==> config.mk <==
export PLATFORM = sky130hd
export DESIGN_NAME = iso_region_filter
export DESIGN_NICKNAME = d
export VERILOG_FILES = /design/src/rtl/iso_region_filter.sv
export SDC_FILE = /design/constraint.sdc
export NUM_CORES = 1
export LEC_CHECK = 0
export BUFFER_PORTS_ARGS = -buffer_cell sky130_fd_sc_hd__buf_2
export CORE_MARGIN = 4
export CORE_UTILIZATION = 40
export CTS_CLUSTER_SIZE = 16
export DETAILED_ROUTE_END_ITERATION = 6
export PLACE_DENSITY_LB_ADDON = 0.12
export SKIP_CTS_REPAIR_TIMING = 1
export SLEW_MARGIN = 0
export SYNTH_ARGS = -nofsm -noshare
export SYNTH_HDL_FRONTEND = slang
export SYNTH_SLANG_ARGS = --single-unit
==> constraint.sdc <==
create_clock -name clk -period 4.99 [get_ports clk]
set_input_delay 0.499 -clock clk [delete_from_list [all_inputs] [get_ports clk]]
set_output_delay 0.499 -clock clk [all_outputs]
set_load 0.01 [all_outputs]
==> src/rtl/iso_region_filter.sv <==
`timescale 1ns/1ps
module iso_region_filter #(
  parameter int NREG   = 8,
  parameter int AW     = 32,
  parameter int GRAN   = 10,
  parameter int NAGENT = 7,
  parameter int DW     = 32,
  localparam int SW    = $clog2(NREG),
  localparam int TW    = $clog2(NAGENT),
  localparam int PW    = AW - GRAN
)(
  input  logic          clk,
  input  logic          rst_n,
  input  logic          cfg_we,
  input  logic [SW-1:0] cfg_sel,
  input  logic [2:0]    cfg_field,
  input  logic [DW-1:0] cfg_wdata,
  output logic [DW-1:0] cfg_rdata,
  input  logic          txn_valid,
  input  logic [AW-1:0] txn_addr,
  input  logic          txn_write,
  input  logic [TW-1:0] txn_agent,
  output logic          resp_valid,
  output logic          resp_allow,
  output logic          violation,
  output logic          reset_req
);
  localparam logic [2:0] F_BASE = 3'd0, F_LIM = 3'd1, F_RD = 3'd2, F_WR = 3'd3, F_CTL = 3'd4;

  logic [PW-1:0]     base_q  [NREG];
  logic [PW-1:0]     lim_q   [NREG];
  logic [NAGENT-1:0] rmask_q [NREG];
  logic [NAGENT-1:0] wmask_q [NREG];
  logic              en_q    [NREG];
  logic              lock_q  [NREG];
  logic [NREG-1:0]   en_vec, lock_vec, block;
  logic [PW-1:0]     page;
  logic [NAGENT-1:0] agent_oh;
  logic              ok;

  assign page     = txn_addr[AW-1:GRAN];
  assign agent_oh = NAGENT'(1) << txn_agent;

  for (genvar i = 0; i < NREG; i++) begin : g_win
    logic hit;
    logic [NAGENT-1:0] perm;

    always_ff @(posedge clk) begin
      if (!rst_n) begin
        base_q[i]  <= '0;
        lim_q[i]   <= '1;
        rmask_q[i] <= '1;
        wmask_q[i] <= '1;
        en_q[i]    <= 1'b0;
        lock_q[i]  <= 1'b0;
      end else if (cfg_we && cfg_sel == SW'(i) && !lock_q[i]) begin
        case (cfg_field)
          F_BASE: base_q[i]  <= cfg_wdata[PW-1:0];
          F_LIM:  lim_q[i]   <= cfg_wdata[PW-1:0];
          F_RD:   rmask_q[i] <= cfg_wdata[NAGENT-1:0];
          F_WR:   wmask_q[i] <= cfg_wdata[NAGENT-1:0];
          F_CTL: begin
            en_q[i]   <= cfg_wdata[0];
            lock_q[i] <= cfg_wdata[1];
          end
          default: ;
        endcase
      end
    end

    assign hit         = en_q[i] && page >= base_q[i] && page <= lim_q[i];
    assign perm        = txn_write ? wmask_q[i] : rmask_q[i];
    assign block[i]    = hit && !(|(perm & agent_oh));
    assign en_vec[i]   = en_q[i];
    assign lock_vec[i] = lock_q[i];
  end

  assign ok = ~|block;

  always_comb begin
    cfg_rdata = '0;
    case (cfg_field)
      F_BASE: cfg_rdata[PW-1:0]     = base_q[cfg_sel];
      F_LIM:  cfg_rdata[PW-1:0]     = lim_q[cfg_sel];
      F_RD:   cfg_rdata[NAGENT-1:0] = rmask_q[cfg_sel];
      F_WR:   cfg_rdata[NAGENT-1:0] = wmask_q[cfg_sel];
      F_CTL:  cfg_rdata[1:0]        = {lock_q[cfg_sel], en_q[cfg_sel]};
      default: ;
    endcase
  end

  always_ff @(posedge clk) begin
    if (!rst_n) begin
      resp_valid <= 1'b0;
      resp_allow <= 1'b0;
      violation  <= 1'b0;
    end else begin
      resp_valid <= txn_valid;
      resp_allow <= txn_valid & ok;
      violation  <= violation | (txn_valid & ~ok);
    end
  end

  assign reset_req = violation;
endmodule

==> metrics.md <==
| Metric | Value |
|---|---|
| Most frequent cells in the layout | `478 x edfxtp_1, 352 x inv_1, 352 x ha_1` |
| Period utilisation layout | `0.731` |
| RePlAce Congestion | `0.906` |
| Most common library cell in the layout ignoring fill and taps | `edfxtp_1` |
| Worst r2r src | `base_q[5][11]` |
| Initial Util | `0.403` |
| DRC violations left | `0` |
| Synth top area cells | `edfxtp_1 45%, ha_1 14%, mux4_2 9.3%, or3_1 5.7%, inv_1 4.2%` |
| Die Span X | `290 µm` |
| DR vias | `22600` |
| Synth Register Bits | `483` |
| Met1 Usage GRT | `0.323` |
| Slew @ Worst Pin | `1.20 ns` |
| DP Worst Slack | `1.10 ns` |
| Core area | `0.0789 mm²` |
| Setup TNS | `0 ns` |
| Final hold vios | `0` |
| Clock transition at the registers of the reported paths | `0.06 ns` |
| Vias per cell | `5.74` |
| F_max | `274 MHz` |
| Routed length per instance | `26.1 µm` |
| Cts bufs inserted | `60` |
| Die Span Y | `290 µm` |
| Hold Startpoint | `txn_valid` |
| Cells after synthesis | `2800` |
| YS warnings | `0` |
| # H-tree levels | `2` |
| Design Power | `10.1 mW` |
| Worst setup SP type | `input pin` |
| Syn avg cell area | `11.4 µm²` |
| Number of global-route vias before repair | `22800` |
| Max clock buf depth | `3` |
| Crit path DAT | `3.15 ns` |
| Max VDD drop | `0.247 mV` |
| Pre-antenna DRT Iters | `5` |
| Final-report setup violation count | `0` |
| GRT Residual Overflow | `0` |
| Antenna Violating Nets Remaining | `0` |
| Worst Setup SP | `cfg_sel[0]` |
| Max transition margin | `0.189` |
| Max cap viols | `0` |
| Final Util | `0.447` |
| Crit path required time | `4.49 ns` |
| Die area | `0.0840 mm²` |
| Cell taking the most area after synthesis | `edfxtp_1` |
| GRT Overall Usage | `0.240` |
| WS Path Type | `in -> out` |
| Fillers | `7387` |
| GR peak layer | `met2` |
| CTS sink cnt | `483` |
| # placed instances | `3819` |
| Largest net degree at the start of global routing | `89` |
| Fin crit period | `3.65 ns` |
| Layout Nets | `3261` |
| I/O Buffers | `83` |
| RSZ-0062 raised after global routing | `no` |
| Pwr Density | `288 mW/mm²` |
| CTS Root Cell | `clkbuf_16` |
| Met3 usage | `0.0306` |
| Crit. End Element | `output pin` |
| Met2 Track Usage GR | `0.406` |
| Final HPWL DP | `73500 µm` |
| Worst min-delay path category | `in -> reg` |
| Synth top area share | `0.452` |
| Post-synth top flop | `edfxtp_1` |
| Post-synth EDFFs | `478` |
| Maximum net fanout on the critical path | `71` |
| Fraction of layout cells with a size suffix above 1 | `0.140` |
| Pleak | `14.0 nW` |
| Clock Latency Late Sink | `0.64 ns` |
| Register area share after synthesis | `0.455` |
| CTS tree | `done` |
| Final WS setup | `1.34 ns` |
| Final clock skew | `0.0264 ns` |
| Unique masters post-synth | `58` |
| Outcome | `finished, final reports clean` |
| Final Non-Filler Cells | `3936` |
| Post-Syn Area | `0.0318 mm²` |
| I/O Pins | `114` |
| Initial antenna violation count | `1` |
| Floorplan row count | `103` |
| Area Growth Syn to Fin | `10.8%` |
| Final wirelength | `103000 µm` |
| Initial DRC Count | `1941` |
| Post-synth ARST share | `0` |
| First-pass GRT wire length | `152000 µm` |
| Max Slew Vio Count | `0` |
## kinds of logic after synthesis
family	count (synthesis)	synth area share
adder cells (fa/ha/maj)	352	0.139
buffers and inverters	541	0.0704
multiplexers	207	0.117
AO/OA/AOI/OAI	382	0.0720
AND/OR/NAND/NOR	834	0.147
flip-flops	483	0.455
other	1	0.000118
## area by class of cell
cell class                 count  area (µm²)  area share
antenna                        3        7.51    0.000213
sequential                   483       14500       0.410
inverter                     353        1330      0.0376
timing repair buffer         148         933      0.0265
clock buffer                  76        1620      0.0461
multi-input combinational   1785       15200       0.432
clock inverter                38         354      0.0101
tap                         1050        1310      0.0373
## worst max-delay path, stage by stage
cell and delay (ns):
clkbuf_8 0.65, buf_4 0.62, mux4_2 0.57, a22oi_1 0.28, a21oi_1 0.17, buf_2 0.22
## per-stage QoR
step	cell area (µm²)	hold WS, ns
floorplan	31800	0.451
CTS	35200	0.0781
finish	35200	0.124
global route	35200	0.107
global placement	33200	0.467
detailed placement	33200	0.474
## synth_stat cells (4+ instances only)
cell type / instances
o21ai_0: 90
a22oi_1: 12
a21o_1: 11
ha_1: 352
a211oi_1: 25
clkbuf_1: 123
a2111oi_0: 8
edfxtp_1: 478
a22o_1: 4
buf_6: 11
buf_4: 27
o22ai_1: 25
nand2_1: 123
and2_1: 180
a221oi_1: 8
nand3_1: 46
a211o_1: 4
mux2i_1: 72
a21oi_1: 150
nor3_1: 23
or3b_1: 5
buf_2: 19
buf_1: 8
inv_1: 352
nor2b_1: 5
mux4_2: 131
o2111ai_1: 9
a21boi_0: 6
nor2_1: 71
a31oi_1: 4
nand2b_1: 18
or3_1: 291
nor4_1: 9
o31ai_1: 7
mux2_2: 4
o211ai_1: 6
nand4_1: 48
dfxtp_1: 5
## per-layer routing
| metal | up-vias | part of all wire |
|---|---|---|
| li1 | 10400 | - |
| met1 | 11400 | 0.43 |
| met5 | - | 0 |
| met4 | 0 | 0.031 |
| met2 | 675 | 0.49 |
| met3 | 150 | 0.051 |
## report_power, final
part | total (mW) | switching (mW) | internal (mW)
Combinational | 1.15 | 0.770 | 0.382
Clock | 4.42 | 1.81 | 2.60
Sequential | 4.58 | 0.0497 | 4.53
Total | 10.1 | 2.63 | 7.51
## flip-flops by register name, summed over array words and instances, names as in the netlist
name	count
base_q	176
lim_q	176
rmask_q	56
wmask_q	56
en_q	8
lock_q	8
reset_req	1
resp_allow	1
resp_valid	1
## final timing paths
path	endpoint	slack, ns	cells past startpoint
setup reg to reg	reset_req	2.06	11
setup / recovery	cfg_rdata[19]	1.34	6
hold reg to reg	reset_req	0.48	2
hold / removal	resp_valid	0.12	3
Note: power is estimated with default switching activity, not from simulation.
